### src/rtl/irq_route_pkg.sv
package irq_route_pkg;

  typedef enum logic [1:0] {
    CLS_NORM = 2'd0,
    CLS_CRIT = 2'd1,
    CLS_MCHK = 2'd2
  } irq_class_e;

  typedef enum logic [1:0] {
    KIND_EDGE  = 2'd0,
    KIND_LEVEL = 2'd1,
    KIND_NONE  = 2'd2
  } src_kind_e;

  localparam logic [4:0]  OFS_VP   = 5'h00;
  localparam logic [4:0]  OFS_DEST = 5'h10;
  localparam logic [4:0]  OFS_LVL  = 5'h18;
  localparam logic [31:0] SUM_LO   = 32'h0000_3800;
  localparam logic [31:0] SUM_HI   = 32'h0000_4000;
  localparam logic [31:0] WORD_ONES = 32'hFFFF_FFFF;
  localparam logic [31:0] VP_RESET   = 32'h8000_0000;
  localparam logic [31:0] DEST_RESET = 32'h0000_0001;

  function automatic irq_class_e code_to_class(input logic [7:0] code);
    case (code)
      8'h01:   return CLS_CRIT;
      8'h02:   return CLS_MCHK;
      default: return CLS_NORM;
    endcase
  endfunction

endpackage

### src/rtl/irq_src_slot.sv
module irq_src_slot
  import irq_route_pkg::*;
#(
  parameter src_kind_e KIND     = KIND_EDGE,
  parameter bit        LEVEL_EN = 1'b1
) (
  input  logic        clk,
  input  logic        rst_n,
  input  logic        src_in,
  input  logic        pend_clr,
  input  logic        wr_vp,
  input  logic        wr_dest,
  input  logic        wr_lvl,
  input  logic [31:0] wdata,
  output logic [31:0] vp_o,
  output logic [31:0] dest_o,
  output irq_class_e  cls_o,
  output logic        fire_o
);

  logic [31:0] vp_q, vp_d;
  logic [31:0] dest_q, dest_d;
  irq_class_e  cls_q, cls_d;
  logic        pend_q, pend_d;
  logic        prev_q;
  logic        rise;
  logic        active;

  assign rise = src_in & ~prev_q;

  always_comb begin
    vp_d   = vp_q;
    dest_d = dest_q;
    cls_d  = cls_q;
    if (wr_vp)             vp_d   = wdata;
    if (wr_dest)           dest_d = wdata;
    if (LEVEL_EN && wr_lvl) cls_d = code_to_class(wdata[7:0]);
    pend_d = rise | (pend_q & ~pend_clr);
  end

  always_ff @(posedge clk or negedge rst_n) begin
    if (!rst_n) begin
      vp_q   <= VP_RESET;
      dest_q <= DEST_RESET;
      cls_q  <= CLS_NORM;
      pend_q <= 1'b0;
      prev_q <= 1'b0;
    end else begin
      vp_q   <= vp_d;
      dest_q <= dest_d;
      cls_q  <= cls_d;
      pend_q <= pend_d;
      prev_q <= src_in;
    end
  end

  always_comb begin
    case (KIND)
      KIND_EDGE:  active = pend_q;
      KIND_LEVEL: active = src_in;
      default:    active = 1'b0;
    endcase
  end

  assign fire_o = active & ~vp_q[31];
  assign vp_o   = vp_q;
  assign dest_o = dest_q;
  assign cls_o  = cls_q;

  assert_vp_store_R8: assert property (@(posedge clk) disable iff (!rst_n)
    wr_vp |=> (vp_q[31] == $past(wdata[31])));

  assert_bad_code_normal_R4: assert property (@(posedge clk) disable iff (!rst_n)
    (LEVEL_EN && wr_lvl && (wdata[7:0] > 8'h02)) |=> (cls_q == CLS_NORM));

  assert_edge_latch_R6: assert property (@(posedge clk) disable iff (!rst_n)
    (src_in && !prev_q) |=> pend_q);

  assert_edge_clear_R6: assert property (@(posedge clk) disable iff (!rst_n)
    (pend_clr && !(src_in && !prev_q)) |=> !pend_q);

endmodule

### src/rtl/irq_route_fanout.sv
module irq_route_fanout
  import irq_route_pkg::*;
#(
  parameter int NUM_SRC = 24,
  parameter int NUM_CPU = 4
) (
  input  logic [NUM_SRC-1:0] fire,
  input  irq_class_e         cls  [NUM_SRC],
  input  logic [NUM_CPU-1:0] dest [NUM_SRC],
  output logic [NUM_CPU-1:0] norm_o,
  output logic [NUM_CPU-1:0] crit_o,
  output logic [NUM_CPU-1:0] mchk_o
);

  for (genvar c = 0; c < NUM_CPU; c++) begin : g_cpu
    logic n_l, c_l, m_l;

    always_comb begin
      n_l = 1'b0;
      c_l = 1'b0;
      m_l = 1'b0;
      for (int s = 0; s < NUM_SRC; s++) begin
        if (fire[s] && dest[s][c]) begin
          case (cls[s])
            CLS_CRIT: c_l = 1'b1;
            CLS_MCHK: m_l = 1'b1;
            default:  n_l = 1'b1;
          endcase
        end
      end
    end

    assign norm_o[c] = n_l;
    assign crit_o[c] = c_l;
    assign mchk_o[c] = m_l;
  end

endmodule

### src/rtl/irq_route_bank.sv
module irq_route_bank
  import irq_route_pkg::*;
#(
  parameter int NUM_SRC    = 24,
  parameter int NUM_CPU    = 4,
  parameter int NUM_EDGE   = 12,
  parameter int LEVEL_BASE = 16,
  parameter int ADDR_W     = 16,
  parameter bit LEVEL_EN   = 1'b1
) (
  input  logic               clk,
  input  logic               rst_n,
  input  logic               bus_en,
  input  logic               bus_we,
  input  logic [ADDR_W-1:0]  bus_addr,
  input  logic [31:0]        bus_wdata,
  output logic [31:0]        bus_rdata,
  input  logic [NUM_SRC-1:0] src_in,
  input  logic [NUM_SRC-1:0] pend_clr,
  output logic [NUM_CPU-1:0] irq_norm_o,
  output logic [NUM_CPU-1:0] irq_crit_o,
  output logic [NUM_CPU-1:0] irq_mchk_o
);

  localparam int IDX_W = ADDR_W - 5;

  logic [1:0] rst_sync_q;
  logic       rst_int_n;

  always_ff @(posedge clk or negedge rst_n) begin
    if (!rst_n) rst_sync_q <= 2'b00;
    else        rst_sync_q <= {rst_sync_q[0], 1'b1};
  end
  assign rst_int_n = rst_sync_q[1];

  logic [IDX_W-1:0] slot_idx;
  logic [4:0]       slot_ofs;
  logic [31:0]      addr_w;
  logic             in_sum, slot_ok, wr_hit, rd_req;

  assign slot_idx = bus_addr[ADDR_W-1:5];
  assign slot_ofs = bus_addr[4:0];
  assign addr_w   = 32'(bus_addr);
  assign in_sum   = (addr_w >= SUM_LO) && (addr_w < SUM_HI);
  assign slot_ok  = !in_sum && (32'(slot_idx) < 32'(NUM_SRC));
  assign wr_hit   = bus_en && bus_we && slot_ok;
  assign rd_req   = bus_en && !bus_we;

  logic [31:0]        vp_w   [NUM_SRC];
  logic [31:0]        dest_w [NUM_SRC];
  logic [NUM_CPU-1:0] dest_c [NUM_SRC];
  irq_class_e         cls_w  [NUM_SRC];
  logic [NUM_SRC-1:0] fire_w;

  for (genvar s = 0; s < NUM_SRC; s++) begin : g_src
    localparam src_kind_e K = (s < NUM_EDGE)    ? KIND_EDGE :
                              (s >= LEVEL_BASE) ? KIND_LEVEL : KIND_NONE;
    logic sel;
    assign sel = wr_hit && (slot_idx == IDX_W'(s));

    irq_src_slot #(
      .KIND     (K),
      .LEVEL_EN (LEVEL_EN)
    ) i_slot (
      .clk      (clk),
      .rst_n    (rst_int_n),
      .src_in   (src_in[s]),
      .pend_clr (pend_clr[s]),
      .wr_vp    (sel && (slot_ofs == OFS_VP)),
      .wr_dest  (sel && (slot_ofs == OFS_DEST)),
      .wr_lvl   (sel && (slot_ofs == OFS_LVL)),
      .wdata    (bus_wdata),
      .vp_o     (vp_w[s]),
      .dest_o   (dest_w[s]),
      .cls_o    (cls_w[s]),
      .fire_o   (fire_w[s])
    );

    assign dest_c[s] = dest_w[s][NUM_CPU-1:0];
  end

  irq_route_fanout #(
    .NUM_SRC (NUM_SRC),
    .NUM_CPU (NUM_CPU)
  ) i_fanout (
    .fire   (fire_w),
    .cls    (cls_w),
    .dest   (dest_c),
    .norm_o (irq_norm_o),
    .crit_o (irq_crit_o),
    .mchk_o (irq_mchk_o)
  );

  logic [31:0] sel_vp, sel_dest;
  irq_class_e  sel_cls;

  always_comb begin
    sel_vp   = '0;
    sel_dest = '0;
    sel_cls  = CLS_NORM;
    for (int s = 0; s < NUM_SRC; s++) begin
      if (slot_idx == IDX_W'(s)) begin
        sel_vp   = vp_w[s];
        sel_dest = dest_w[s];
        sel_cls  = cls_w[s];
      end
    end
  end

  always_comb begin
    bus_rdata = '0;
    if (rd_req && !in_sum) begin
      if (!slot_ok) begin
        bus_rdata = WORD_ONES;
      end else begin
        case (slot_ofs)
          OFS_VP:   bus_rdata = sel_vp;
          OFS_DEST: bus_rdata = sel_dest;
          OFS_LVL:  bus_rdata = LEVEL_EN ? 32'(sel_cls) : WORD_ONES;
          default:  bus_rdata = WORD_ONES;
        endcase
      end
    end
  end

  assert_lvl_readback_R4: assert property (@(posedge clk) disable iff (!rst_int_n)
    (LEVEL_EN && rd_req && slot_ok && (slot_ofs == OFS_LVL)) |-> (bus_rdata <= 32'd2));

  assert_summary_zero_R10: assert property (@(posedge clk) disable iff (!rst_int_n)
    (bus_en && in_sum) |-> (bus_rdata == 32'd0));

  assert_idle_zero_R11: assert property (@(posedge clk) disable iff (!rst_int_n)
    !bus_en |-> (bus_rdata == 32'd0));

endmodule

### config.mk
export PLATFORM = sky130hd
export DESIGN_NAME = irq_route_bank
export DESIGN_NICKNAME = d
export VERILOG_FILES = /design/src/rtl/irq_route_pkg.sv /design/src/rtl/irq_src_slot.sv /design/src/rtl/irq_route_fanout.sv /design/src/rtl/irq_route_bank.sv
export SDC_FILE = /design/constraint.sdc
export NUM_CORES = 2
export LEC_CHECK = 0
export ABC_AREA = 1
export BUFFER_PORTS_ARGS = -buffer_cell sky130_fd_sc_hd__buf_2
export CAP_MARGIN = 20
export CORE_ASPECT_RATIO = 1.25
export CORE_UTILIZATION = 25
export CTS_BUF_LIST = sky130_fd_sc_hd__clkbuf_8 sky130_fd_sc_hd__clkbuf_16
export CTS_CLUSTER_DIAMETER = 60
export DETAILED_ROUTE_END_ITERATION = 8
export PLACE_DENSITY = 0.36
export SLEW_MARGIN = 20
export SYNTH_ARGS = -nofsm -noshare
export SYNTH_HDL_FRONTEND = slang
export SYNTH_SLANG_ARGS = --single-unit
### constraint.sdc
create_clock -name clk -period 78.9 [get_ports clk]
set_input_delay 11.835 -clock clk [delete_from_list [all_inputs] [get_ports clk]]
set_output_delay 11.835 -clock clk [all_outputs]
set_load 0.05 [all_outputs]
* Word-level counts from Yosys, hierarchy flattened
Index checks and enable logic that the tools add are counted.
** Word-level totals
- Flip-flop bits (word level) :: 1610
- Input port bits :: 100
- Output and inout bits :: 44
** Operators by class
- Order comparisons :: 3
- Eq/ne operators :: 67
- Multiplexer cells :: 547
- Bitwise operators :: 100
- Reductions and logical operators :: 206
** Operators by type and width (number)
- 2-to-1 mux 32 bit :: 50
- 2-to-1 mux 1 bit :: 471
- logical AND 1 bit :: 182
- one-hot mux 32 bit (3 select lines) :: 1
- equality test 11 x 4 -> 1 bit (second input constant) :: 8
- equality test 11 x 5 -> 1 bit (second input constant) :: 8
- 2-to-1 mux 2 bit :: 24
- bitwise AND 1 bit :: 44
- equality test 11 x 3 -> 1 bit (second input constant) :: 4
- NOT 1 bit :: 44
- equality test 2 x 1 -> 1 bit (second input constant) :: 20
- equality test 2 bit (second input constant) :: 20
- OR reduction 2 bit :: 20
- equality test 11 x 2 -> 1 bit (second input constant) :: 2
- >= comparator 16 x 14 -> 1 bit (second input constant) :: 1
- less-than comparator 16 x 15 -> 1 bit (second input constant) :: 1
- bitwise OR 1 bit :: 12
- equality test 11 x 1 -> 1 bit (second input constant) :: 1
- zero test 11 bit :: 1
- less-than comparator 11 x 5 -> 1 bit (second input constant) :: 1
- equality test 5 bit (second input constant) :: 2
- equality test 8 x 1 -> 1 bit (second input constant) :: 1
- equality test 8 x 2 -> 1 bit (second input constant) :: 1
- zero test 5 bit :: 1
- 2 further kinds :: 3

* Logic depth before layout (Yosys ltp)
- Depth after elaboration :: 42
- Mapped depth :: 25
- Gate-level depth less buffers :: 23

* Cells and area by module
Synthesis repeated with hierarchy kept, for this count alone.
** Second synthesis, totals
- Cells, all modules :: 8402
- Area, all modules :: 78814.3 sq um
** By module, submodules not included
- irq_src_slot at g_src[0].i_slot ... :: instances 12, cells an instance 183, area each 2573.7 sq um, seq. area each 1704.1 sq um
- irq_src_slot at g_src[16].i_slot ... :: instances 8, cells an instance 179, area each 2513.7 sq um, seq. area each 1654.1 sq um
- irq_route_bank :: instances 1, cells an instance 3335, area each 14108.5 sq um, seq. area each 50.0 sq um
- irq_src_slot at g_src[12].i_slot ... :: instances 4, cells an instance 179, area each 2517.4 sq um, seq. area each 1654.1 sq um
- irq_route_fanout :: instances 1, cells an instance 723, area each 3642.2 sq um, seq. area each 0.0 sq um

* Worst setup path after synthesis
No wires, ideal clock.
- Kind :: input port to output port
- Start :: in bus_addr[14]
- End :: out bus_rdata[28]
- Data arrival time :: 14303 ps
- Required time :: 67065 ps
- Setup slack :: 52762 ps
- Stages :: 15
- Cells stage by stage :: nor2_1 > nand2_1 > buf_4 > nor2_2 > buf_4 > nand2_1 > clkinv_1 > clkbuf_1 > nand2_1 > nand4_1 > nor2_1 > nand3_1 > o21bai_1 > a21o_1 > a21oi_1
** Between the ends
- Cells in the longest elaborated chain, start to end :: 28
- Elaborated cells between the ends (all ways) :: 82
** Ends and longest elaborated chain
- start, declared :: line irq_route_bank.sv:15 : input logic [ADDR_W-1:0] bus_addr,
- zero test 11 bit :: line irq_route_bank.sv:102 : if (slot_idx == IDX_W'(s)) begin
- 2-to-1 mux 32 bit (24 in series) :: line irq_route_bank.sv:102
- one-hot mux 32 bit (3 select lines) :: line irq_route_bank.sv:116 : case (slot_ofs)
- 2-to-1 mux 32 bit :: line irq_route_bank.sv:113 : if (!slot_ok) begin
- 2-to-1 mux 32 bit * :: line irq_route_bank.sv:112 : if (rd_req && !in_sum) begin
- end, declared :: line irq_route_bank.sv:17 : output logic [31:0] bus_rdata,
Mark *: on every way between the ends. The rest lies on a longest branch, timed or not.

* Worst setup path in the final report
- Start :: in bus_addr[14]
- End :: out bus_rdata[4]
The elaborated chain is that of the path after synthesis.

==> summary.md <==
| Metric | Value |
|---|---|
| Status | `completed` |
| Slew Viols, Final | `0` |
| First-pass GRT wire length | `approximately 430000 um` |
| Share of layout cells above drive strength 1 | `9.531%` |
| Die Wd | `a little under 500 um` |
| Crit path kind | `in -> out` |
| Clk_skew | `about 0.057 ns` |
| DR vias/cell | `roughly 4.7` |
| Setup violations, final | `0` |
| GR peak layer | `met2` |
| Crit. End Element | `primary output` |
| Vias in the first global route | `around 58000` |
| Post-layout minimum cycle time | `29.49 ns` |
| Static leakage | `37.12 nW` |
| Met1 Usage GRT | `27.20%` |
| Initial DRT Pass Iterations | `8` |
| Full die area | `294600 sq um` |
| Post-route ant nets | `0` |
| WP data required | `about 67 ns` |
| M3 GR Usage | `2.248%` |
| Fmax | `0.03391 GHz` |
| Post-Layout Cell Count | `~13000` |
| TritonCTS Buffers | `203` |
| Ranking of synthesized cells by area | `dfrtp_1 (53%), nand2_1 (15%), o21ai_0 (11%)` |
| Initial antenna violation count | `11` |
| DP Cell Count | `between 10000 and 15000` |
| Clock Root Buffer | `clkbuf_16` |
| Pwr dens | `between 20 and 25 nW/um^2` |
| Die Ht | `around 610 um` |
| RSZ-0062 raised after global routing | `false` |
| Area Overhead vs Synth | `15.31%` |
| Initial drt markers | `5125` |
| Yosys reg bits | `1610` |
| Tcrit/Tclk final | `~37%` |
| Multi-input logic area | `28220 sq um` |
| Final net count | `about 9100` |
| Setup_tns | `0 ns` |
| Met2 Usage GRT | `33.23%` |
| Min-Delay Path Class | `reg -> reg` |
| Post-DP HPWL | `185200 um` |
| Mapped Area | `73100 sq um` |
| Most frequent cell after synthesis | `nand2_1` |
| FILL cells | `31432` |
| WL final | `294500 um` |
| Total gr overflow | `0` |
| Max FO, Critical Path | `36` |
| Synthesized Nets | `9262` |
| IO Port Bufs | `127` |
| Design area | `around 84000 sq um` |
| Vias | `60913` |
| Share of the synthesized area in the top cell type | `53.47%` |
| Primary FF master, synth | `dfrtp_1` |
| CTS Buffer Depth | `4` |
| Avg Inst Size Synth | `8.013 sq um` |
| Core area | `290300 sq um` |
| H-tree depth | `4` |
| Starting Density | `roughly 25%` |
| Max-Cap Viols | `0` |
| PostCTS Resize Cnt | `0` |
| Fin Hold WS | `0.3495 ns` |
| GPL Wtd Cong | `approximately 0.84` |
| Sequential share of the synthesized area | `55.20%` |
| Clk_lat worst skew | `around 0.9 ns` |
| IO Count | `144` |
| Final Hold Fails | `0` |
| Synthesis Warnings | `0` |
| GR Util All Layers | `19.84%` |
| Clock Sinks | `about 1600` |
| Slew at the pin closest to its max-slew limit | `1.084 ns` |
| Unique masters post-synth | `42` |
| CTS tree | `built` |
| Most frequent cells after synthesis | `nand2_1 (2995), o21ai_0 (1659), dfrtp_1 (1562)` |
| Maximum VDD drop | `0.00001631 V` |
| Crit path arrival time | `approximately 18 ns` |
| Worst slew margin | `27.76%` |
| Routed WL per cell | `22.77 um` |
| Cell row count | `221` |
| FFs w/ async S/R, synth | `between 90% and 100%` |
| CTS Hold Bufs | `0` |
| Residual DRC count | `0` |
| Startpoint Class | `input port` |
| Post-synthesis cell count | `approximately 9100` |
| Top cell type by total area after synthesis | `dfrtp_1` |
| Clock transition at path regs | `approximately 0.050 ns` |
| Register area | `40350 sq um` |
| Post-DP Area | `around 78000 sq um` |
| Setup Buffers After CTS | `0` |
| Pin count of the biggest net entering global routing | `132` |
| Post-synth EDFFs | `0` |
==> worst max-delay path, cell delays in order <==
cell     delay [ns]
buf_2          0.10
nor2_1         0.09
nand2_1        0.52
inv_2          0.58
nand2_2        0.40
nor3_4         0.39
buf_4          0.59
buf_4          0.53
nand2_1        0.09
nand4_1        0.20
nor2_1         0.10
nand4_1        0.13
nor2_1         0.06
nand4_1        0.14
nor2_1         0.07
nand4_1        0.09
nand2_1        0.11
nand2_1        0.16
nand2_1        0.10
nand2_1        0.07
a21oi_1        0.06
a21oi_1        0.69
buf_2          0.41
==> cell families (layout without fill, tap and decap cells) <==
logic type / after synthesis / count (layout) / share of synthesized area, %
AND/OR/NAND/NOR: 4220 / 4220 / 23.55
AO/OA/AOI/OAI: 1972 / 1972 / 13.79
flip-flops: 1610 / 1610 / 55.20
buffers and inverters: 1279 / 1285 / 6.773
adder cells (fa/ha/maj): 40 / 40 / 0.6847
other: 1 / 12 / 0.005130
==> cell usage in the layout, fill, tap and decap left out, types with 14 or more instances in the layout <==
master        n
a21oi_1     183
a221oi_1     17
buf_2       127
buf_4       159
bufinv_16    14
clkbuf_16   206
clkbuf_8     40
clkinv_2     30
dfrtp_1    1561
dfstp_2      48
ha_1         40
inv_1       609
inv_2        69
nand2_1    2955
nand2_2      31
nand2_4      14
nand3_1     220
nand4_1     292
nor2_1      577
nor3_1       14
o21ai_0    1659
o21ai_1      46
o22ai_1      38
or2_2        50
==> per-layer routing <==
layer | vias up | share of wire (%) | wire (um)
li1 | 29121 | - | -
met1 | 30025 | 46 | 136800
met2 | 1404 | 47 | 138700
met3 | 361 | 4.1 | 12140
met4 | 2 | 2.3 | 6786
met5 | - | 0.0044 | 13
==> per-stage QoR <==
step	power (mW)	util, %	worst slack [ns]
final	1.828	29.03	49.41
after global routing	1.893	29.02	49.11
after CTS	1.861	29.02	49.17
after detailed placement	0.8992	26.72	49.16
after global placement	0.8989	26.72	49.13
after floorplan	0.8723	-	30.78
==> power breakdown <==
part / leakage, nW / switching, mW / internal, mW
registers: 22.3 / 0.00228 / 0.827
clock network: 3.49 / 0.389 / 0.557
logic: 11.3 / 0.0470 / 0.00569
total: 37.1 / 0.438 / 1.39
==> path summary, 6_finish.rpt <==
check,startpoint,to,slack [ns],cells after the start
max in group asynchronous,rst_n,rst_sync_q[1],68.01,1
worst min register to register,rst_sync_q[0],rst_sync_q[1],0.35,0
min in group asynchronous,rst_sync_q[1],g_src[18].i_slot.vp_o[11],0.41,0
worst min-delay path,rst_sync_q[0],rst_sync_q[1],0.35,0
worst max register to register,rst_sync_q[1],g_src[2].i_slot.vp_o[30],73.87,5
worst max-delay path,bus_addr[14],bus_rdata[4],49.41,23
==> registers in the layout, indices dropped and copies added, names as in the netlist <==
signal,flops
g_src.i_slot.vp_o,768
g_src.i_slot.prev_q,12
rst_sync_q,2
g_src.i_slot.dest_o,768
g_src.i_slot.active,12
g_src.i_slot.cls_o,48
==> cell type report <==
type | instances | area share (%)
Multi-Input combinational cell | 6233 | 33.48
Timing Repair Buffer | 289 | 2.241
Tap cell | 3791 | 5.627
Inverter | 631 | 2.813
Sequential cell | 1610 | 47.87
Clock inverter | 119 | 1.168
Clock buffer | 246 | 6.769
Antenna cell | 11 | 0.03266
Power figures use the tool's default switching activity.
